[src/rtl/shold_pkg.sv]
package shold_pkg;

    typedef enum logic {
        MODE_FUNC  = 1'b0,
        MODE_SHIFT = 1'b1
    } mode_e;

    typedef struct packed {
        logic data;
    } cap_state_t;

    typedef struct packed {
        logic data;
    } hold_state_t;

endpackage

[src/rtl/shold_capture.sv]
module shold_capture
    import shold_pkg::*;
(
    input  logic clk,
    input  logic rst_n,
    input  logic test_en,
    input  logic func_bit,
    input  logic serial_bit,
    output logic cap_bit
);
    cap_state_t st_d, st_q;
    mode_e      mode;

    always_comb begin
        mode = mode_e'(test_en);
        st_d = st_q;
        if (mode == MODE_SHIFT) begin
            st_d.data = serial_bit;
        end else begin
            st_d.data = func_bit;
        end
    end

    always_ff @(posedge clk) begin
        if (!rst_n) begin
            st_q <= '0;
        end else begin
            st_q <= st_d;
        end
    end

    assign cap_bit = st_q.data;

    // functional load
    assert_func_load_R2: assert property (@(posedge clk) disable iff (!rst_n)
        !test_en |=> cap_bit == $past(func_bit));

endmodule

[src/rtl/shold_hold.sv]
module shold_hold
    import shold_pkg::*;
(
    input  logic clk,
    input  logic rst_n,
    input  logic hold,
    input  logic src_bit,
    output logic held_bit
);
    hold_state_t st_d, st_q;

    always_comb begin
        st_d = st_q;
        if (!hold) begin
            st_d.data = src_bit;
        end
    end

    always_ff @(posedge clk) begin
        if (!rst_n) begin
            st_q <= '0;
        end else begin
            st_q <= st_d;
        end
    end

    assign held_bit = st_q.data;

    // frozen while hold is high
    assert_hold_frozen_R5: assert property (@(posedge clk) disable iff (!rst_n)
        hold |=> $stable(held_bit));

    // follows the capture register one edge later
    assert_hold_follow_R6: assert property (@(posedge clk) disable iff (!rst_n)
        !hold |=> held_bit == $past(src_bit));

endmodule

[src/rtl/shold_chain.sv]
module shold_chain #(
    parameter int WIDTH = 8
) (
    input  logic             clk,
    input  logic             rst_n,
    input  logic             test_en,
    input  logic             scan_in,
    input  logic             hold,
    input  logic [WIDTH-1:0] func_d,
    output logic [WIDTH-1:0] func_q,
    output logic             scan_out
);
    localparam int LAST = WIDTH - 1;

    logic [WIDTH-1:0] cap_bits;
    logic [WIDTH-1:0] serial_src;

    for (genvar i = 0; i < WIDTH; i++) begin : g_stage
        if (i == 0) begin : g_head
            assign serial_src[i] = scan_in;
        end else begin : g_link
            assign serial_src[i] = cap_bits[i-1];
        end

        shold_capture u_cap (
            .clk       (clk),
            .rst_n     (rst_n),
            .test_en   (test_en),
            .func_bit  (func_d[i]),
            .serial_bit(serial_src[i]),
            .cap_bit   (cap_bits[i])
        );

        shold_hold u_hold (
            .clk     (clk),
            .rst_n   (rst_n),
            .hold    (hold),
            .src_bit (cap_bits[i]),
            .held_bit(func_q[i])
        );

        if (i == 0) begin : g_chk_head
            // stage 0 takes the serial input
            assert_shift_head_R3: assert property (@(posedge clk) disable iff (!rst_n)
                test_en |=> cap_bits[0] == $past(scan_in));
        end else begin : g_chk_link
            // stage i takes the capture register of stage i-1
            assert_shift_link_R3: assert property (@(posedge clk) disable iff (!rst_n)
                test_en |=> cap_bits[i] == $past(cap_bits[i-1]));
        end
    end

    assign scan_out = cap_bits[LAST];

    // a shift under hold leaves the functional outputs alone
    assert_shift_quiet_R7: assert property (@(posedge clk) disable iff (!rst_n)
        (hold && test_en) |=> func_q == $past(func_q));

endmodule

[config.mk]
export PLATFORM = sky130hd
export DESIGN_NAME = shold_chain
export DESIGN_NICKNAME = d
export VERILOG_FILES = /design/src/rtl/shold_pkg.sv /design/src/rtl/shold_capture.sv /design/src/rtl/shold_hold.sv /design/src/rtl/shold_chain.sv
export SDC_FILE = /design/constraint.sdc
export NUM_CORES = 1
export LEC_CHECK = 0
export ABC_CLOCK_PERIOD_IN_PS = 850
export BUFFER_PORTS_ARGS = -buffer_cell sky130_fd_sc_hd__buf_2
export CAP_MARGIN = 20
export CORE_AREA = 3 3 41 47
export CTS_CLUSTER_DIAMETER = 150
export CTS_CLUSTER_SIZE = 12
export DETAILED_ROUTE_END_ITERATION = 10
export DIE_AREA = 0 0 44 50
export PLACE_DENSITY = 0.69
export SLEW_MARGIN = 20
export SYNTH_ARGS = -nofsm -noshare
export SYNTH_HDL_FRONTEND = slang
export SYNTH_SLANG_ARGS = --single-unit
[constraint.sdc]
create_clock -name clk -period 0.85 [get_ports clk]
set_clock_uncertainty 0.15 [all_clocks]
set_input_delay 0.17 -clock clk [delete_from_list [all_inputs] [get_ports clk]]
set_output_delay 0.17 -clock clk [all_outputs]
set_load 0.01 [all_outputs]
==> summary.md, run 1 <==
| Metric | Value |
|---|---|
| Number of nets still failing antenna checks after routing | `0` |
| Power density of the placed cells | `1790 mW/mm2` |
| Drt first-iter violations | `0` |
| Vias post-DR | `402` |
| Synthesized instance count | `59` |
| Largest net degree at the start of global routing | `17` |
| Post-route standard cell area excluding fillers | `between 800 and 900 um2` |
| Final setup violating endpoints | `10` |
| Clock input transition at the sequential cells of the worst setup and hold paths | `roughly 0.090 ns` |
| Slowest stage cell, crit path | `dfxtp_2` |
| Clock buffers created by TritonCTS | `3` |
| Data arrival time of the worst path | `0.73 ns` |
| Actual slew at the worst max-slew pin | `0.257 ns` |
| Share of the cycle needed by the critical path after routing | `124%` |
| Vias in the first global route | `~390` |
| Biggest area contributors in the synthesized netlist | `dfxtp_1 (48%), mux2i_1 (24%), nor2b_1 (15%)` |
| Netlist Area Pre-Place | `around 670 um2` |
| Max rail drop VDD | `just under 1000 uV` |
| Clock Path Buffers | `2` |
| Hold violation total from the final report | `7` |
| Average cell area after synthesis | `11.3 um2` |
| Largest driver fanout on the critical path | `2` |
| Number of H-tree levels | `1` |
| Number of antenna cells inserted | `0` |
| Count of input and output buffers | `21` |
| Die footprint | `0.00220 mm2` |
| Worst max-slew margin expressed relative to the limit | `82.9%` |
| Count of standard-cell rows | `15` |
| Fmax achieved | `0.950 GHz` |
| Area of the core region | `0.00154 mm2` |
| Area after DPL | `707 um2` |
| Fraction of layout cells with a size suffix above 1 | `47.3%` |
| Cell accounting for the most synthesized area | `dfxtp_1` |
| Filler cells | `approximately 150` |
| WL final | `1.01 mm` |
| Mean routed wirelength per cell | `around 11 um` |
| Initial Utilization | `43.4%` |
| Most used cells in the layout excluding fill and tap cells | `mux2i_1 (16), nor2b_1 (16), buf_2 (12)` |
| Setup TNS | `-1.81 ns` |
| Post-DR vias/cell | `between 4 and 5` |
| Gr usage total | `a little over a tenth` |
| Total number of clock tree sinks | `16` |
| Outcome | `complete, but fails checks` |
| Clk Tree Root Cell | `clkbuf_4` |
| Flip-flop and latch count after synthesis | `16` |
| Peak per-stage delay on the critical path | `0.34 ns` |
| Leakage power figure | `0.382 nW` |
| Number of primary I/O pins | `22` |
| Worst setup path category | `reg2out` |
| Buffers & Inverters on Critical Path | `1` |
| RSZ-0062 raised after global routing | `true` |
| Max_cap viols | `0` |
| Total global routing overflow | `0` |
| Share of the synthesized area in the top cell type | `47.9%` |
| Critical path, cell by cell | `buf_6` |
| Overall die height | `50 um` |
| Detailed Routing Iterations Pass 1 | `1` |
| Kind of capture point of the worst setup path | `output port` |
| Part of the Yosys area used for sequential elements | `47.9%` |
| Max-slew violations | `0` |
| First-pass GRT wire length | `1.62 mm` |
| Failing checks | `negative hold slack, negative setup slack` |
| Worst-case setup margin in the final layout | `-0.203 ns` |
| Min-delay worst type | `in2reg` |
| Required time of the worst setup path | `0.53 ns` |
| Startpoint kind of the worst setup timing path | `register` |
| Final layout net count | `88` |
| Post-Synthesis Net Count | `72` |
| Ys Warns | `0` |
| Hold slack final | `-0.0178 ns` |
| DRC violation count after routing | `0` |
| Area Growth Syn to Fin | `22.5%` |
| Number of library cell types mapped by synthesis | `6` |
| Initial antenna violation count | `0` |
| CTS tree | `yes` |
| Min Tclk post-route | `approximately 1.1 ns` |
| Die Span X | `44 um` |
| Kind of cell with the highest combined delay on the critical path | `flip-flops` |
| Routability Congestion | `0.657` |
| Clock latency at the later pin of the worst-skew pair | `0.28 ns` |
## metrics by stage
| step | power [mW] | worst slack [ns] | utilization, % | instances |
|---|---|---|---|---|
| after floorplan | 0.939 | 0.0731 | - | 59 |
| after global routing | 1.53 | -0.232 | 53.2 | 91 |
| after global placement | 0.967 | -0.121 | 45.9 | 86 |
| final | 1.47 | -0.203 | 53.2 | 91 |
| after detailed placement | 0.970 | -0.119 | 45.9 | 86 |
| after CTS | 1.49 | -0.217 | 52.7 | 90 |
## cells in the mapped netlist
cell / number
buf_6: 2
mux2i_1: 16
dfxtp_1: 16
buf_2: 1
buf_4: 8
nor2b_1: 16
## logic make-up after synthesis
| kind of cell | Yosys count | synth area share [%] |
|---|---|---|
| and+or+nand+nor | 16 | 15.0 |
| buffers and inverters | 11 | 13.1 |
| muxes | 16 | 24.0 |
| DFF | 16 | 47.9 |
## power breakdown
group | leakage (nW) | internal [mW] | total [mW] | switching [mW]
Sequential | 0.135 | 0.790 | 0.811 | 0.0214
Combinational | 0.226 | 0.101 | 0.166 | 0.0650
Clock | 0.0210 | 0.261 | 0.492 | 0.231
Total | 0.382 | 1.15 | 1.47 | 0.317
## state kept, by name (all words and copies together) (netlist names)
signal                   count
g_stage.u_hold.held_bit      8
g_stage.u_cap.cap_bit        8
## cell type report
| type | instances | area (um2) | area share (%) |
|---|---|---|---|
| multi-input cells | 32 | 260 | 31.8 |
| well taps | 17 | 21.3 | 2.60 |
| repair buffers | 22 | 169 | 20.6 |
| flip-flops and latches | 16 | 332 | 40.5 |
| clock buffers | 4 | 36.3 | 4.43 |
## final timing paths
kind / cells past startpoint / from / endpoint / slack (ns)
max: 1 / g_stage[0].u_hold.held_bit / func_q[0] / -0.20
min: 3 / func_d[1] / g_stage[1].u_cap.cap_bit / -0.02
max reg2reg: 3 / g_stage[0].u_hold.held_bit / g_stage[0].u_hold.held_bit / -0.05
min reg2reg: 2 / g_stage[2].u_cap.cap_bit / g_stage[2].u_hold.held_bit / 0.37
## repair_timing
item                                    4_1_cts  5_1_grt
hold endpoints to repair                      8        2
buffers inserted                              0        1
gates cloned                                  0        0
resized for setup                            18        0
endpoints found under the setup margin        9        9
## per-layer routing
| layer | global-route usage, % | up-vias | routed length (um) | share of wire [%] |
|---|---|---|---|---|
| li1 | - | 212 | - | - |
| met1 | 11.3 | 173 | 439 | 43 |
| met2 | 16.0 | 13 | 481 | 47 |
| met3 | 2.19 | 4 | 53 | 5.2 |
| met4 | 10.6 | 0 | 40 | 3.9 |
| met5 | 0 | - | 0 | 0 |
Note: power is estimated with default switching activity, not from simulation.
==> run 2: changes to the inputs <==
Settings changed: ABC_CLOCK_PERIOD_IN_PS 850 to 1300.
Clock period 0.85 ns to 1.3 ns, I/O delays scaled along.
==> summary.md, run 2 (synthesized netlist as in run 1, its figures left out) <==
| Metric | Value |
|---|---|
| Launch point of the worst reg-to-reg path | `g_stage[4].u_cap.cap_bit` |
| Post-CTS Setup Repair Bufs | `0 (unchanged)` |
| Critical path startpoint | `g_stage[1].u_hold.held_bit` |
| Largest driver fanout on the critical path | `2 (unchanged)` |
| Count of standard-cell rows | `15 (unchanged)` |
| Start point of the worst hold path | `func_d[1]` |
| WL final | `1.00 mm (-1.2%)` |
| Die Span X | `44 um (unchanged)` |
| Worst setup path category | `reg2out` |
| Most used cells in the layout excluding fill and tap cells | `buf_2 (21), mux2i_1 (16), nor2b_1 (16), dfxtp_1 (16), clkbuf_4 (3)` |
| Area of the core region | `0.00154 mm2 (unchanged)` |
| Largest net degree at the start of global routing | `17 (unchanged)` |
| Post-DR vias/cell | `4.41 (-0.15%)` |
| Switching power of the nets | `0.208 mW (-35%)` |
| CTS resizes | `0 (-18)` |
| Initial antenna violation count | `0 (unchanged)` |
| Final layout net count | `87 (-1.1%)` |
| Initial Utilization | `43.4% (unchanged)` |
| Post-route standard cell area excluding fillers | `743 um2 (-9.2%)` |
| Hold slack final | `0.0732 ns (+0.0910 ns)` |
| Clock latency at the later pin of the worst-skew pair | `0.28 ns (about the same)` |
| Peak per-stage delay on the critical path | `0.36 ns (+0.02 ns)` |
| Min Tclk post-route | `1.19 ns` |
| Leakage power figure | `0.365 nW (-4.3%)` |
| Vias post-DR | `397 (-1.2%)` |
| Drt first-iter violations | `0 (unchanged)` |
| Clock share of power | `34.3% (+0.8 points)` |
| Outcome | `completed` |
| Data arrival time of the worst path | `0.78 ns (+0.05 ns)` |
| Critical path, cell by cell | `buf_2` |
| Die footprint | `0.00220 mm2 (unchanged)` |
| Number of antenna cells inserted | `0 (unchanged)` |
| Vias in the first global route | `352 (-10%)` |
| Max-slew violations | `0 (unchanged)` |
| Clock input transition at the sequential cells of the worst setup and hold paths | `0.09 ns (about the same)` |
| DRC violation count after routing | `0 (unchanged)` |
| Setup TNS | `0 ns (+1.81 ns)` |
| Final cell count without fillers | `90 (-1.1%)` |
| Half-perimeter wire length after placement | `729 um` |
| Design internal power | `0.737 mW (-36%)` |
| Clock buffers created by TritonCTS | `3 (unchanged)` |
| Total number of clock tree sinks | `16 (unchanged)` |
| RSZ-0062 raised after global routing | `false` |
| Final setup violating endpoints | `0 (-10)` |
| Overall die height | `50 um (unchanged)` |
| Area after DPL | `707 um2 (unchanged)` |
| Worst max-slew margin expressed relative to the limit | `83.2% (+0.35 points)` |
| Area Growth Syn to Fin | `11.2%` |
| Hold violation total from the final report | `0 (-7)` |
| Actual slew at the worst max-slew pin | `0.252 ns (-0.00518 ns)` |
| Kind of capture point of the worst setup path | `output port` |
| Mean routed wirelength per cell | `11.1 um (about the same)` |
| Fraction of layout cells with a size suffix above 1 | `34.2% (-13 points)` |
| Most common cell after layout, fill and taps aside | `buf_2` |
| Clock Path Buffers | `2 (unchanged)` |
| Relative contribution of sequential cells to total power | `55.6% (+0.4 points)` |
| Startpoint kind of the worst setup timing path | `register` |
| Power density of the placed cells | `1270 mW/mm2 (-29%)` |
| First-pass GRT wire length | `1.59 mm (-1.7%)` |
| Max rail drop VDD | `439 uV (-55%)` |
| Min-delay worst type | `in2reg` |
| Clk Tree Root Cell | `clkbuf_4` |
| Fmax achieved | `~0.84 GHz` |
| Max_cap viols | `0 (unchanged)` |
| Routability Congestion | `0.658 (about the same)` |
| Switching power share of the total | `22.0% (+0.36 points)` |
| Combinational group share of total power | `10.1% (-1.2 points)` |
| Number of hold-repair buffers added at the cts stage | `0` |
| Buffers & Inverters on Critical Path | `1 (unchanged)` |
| Worst-case setup margin in the final layout | `0.113 ns (+0.316 ns)` |
| CTS tree | `yes` |
| Total global routing overflow | `0 (unchanged)` |
| Gr usage total | `10.3% (-0.20 points)` |
| Post-Place Setup Slack | `0.242 ns (+0.360 ns)` |
| Number of primary I/O pins | `22 (unchanged)` |
| Kind of cell with the highest combined delay on the critical path | `flip-flops` |
| Required time of the worst setup path | `0.89 ns (+0.36 ns)` |
| Count of input and output buffers | `21 (unchanged)` |
| Number of placed instances, taps included | `86 (unchanged)` |
| Number of nets still failing antenna checks after routing | `0 (unchanged)` |
| Number of H-tree levels | `1 (unchanged)` |
| Detailed Routing Iterations Pass 1 | `1 (unchanged)` |
| Share of the cycle needed by the critical path after routing | `91.3%` |
| Slowest stage cell, crit path | `dfxtp_1` |
[run 2: final cells by class]
cell class / instances / area [um2]
sequential: 16 / 320
tap: 17 / 21.3
clock buffer: 4 / 36.3
timing repair buffer: 21 / 105
fill: 158 / 796
multi-input combinational: 32 / 260
[run 2: per-stage QoR]
step / power, mW / util, %
after global placement: 0.632 / 45.9
after global routing: 0.989 / 48.3
after floorplan: 0.614 / -
after detailed placement: 0.634 / 45.9
final: 0.945 / 48.3
after CTS: 0.964 / 48.3
[run 2: power by group through the flow]
stage / sequential [mW] / clock (mW) / combinational, mW
floorplan: 0.535 / 0 / 0.0789
global placement: 0.537 / 0 / 0.0950
detailed placement: 0.538 / 0 / 0.0961
CTS: 0.526 / 0.341 / 0.0966
global route: 0.529 / 0.355 / 0.105
finish: 0.526 / 0.324 / 0.0952
[run 2: per-layer routing]
metal / vias up / GRT usage [%] / wire length [um]
li1: 212 / - / -
met1: 168 / 12.9 / 448
met5: - / 0 / 0
met3: 4 / 2.19 / 52
met4: 0 / 10.6 / 31
met2: 13 / 13.6 / 469
[run 2: path summary, 6_finish.rpt]
kind	to	slack, ns	cells past startpoint
worst max-delay path	func_q[1]	0.11	1
worst min-delay path	g_stage[1].u_cap.cap_bit	0.07	3
worst max register to register	g_stage[5].u_cap.cap_bit	0.53	2
worst min register to register	g_stage[3].u_hold.held_bit	0.37	2
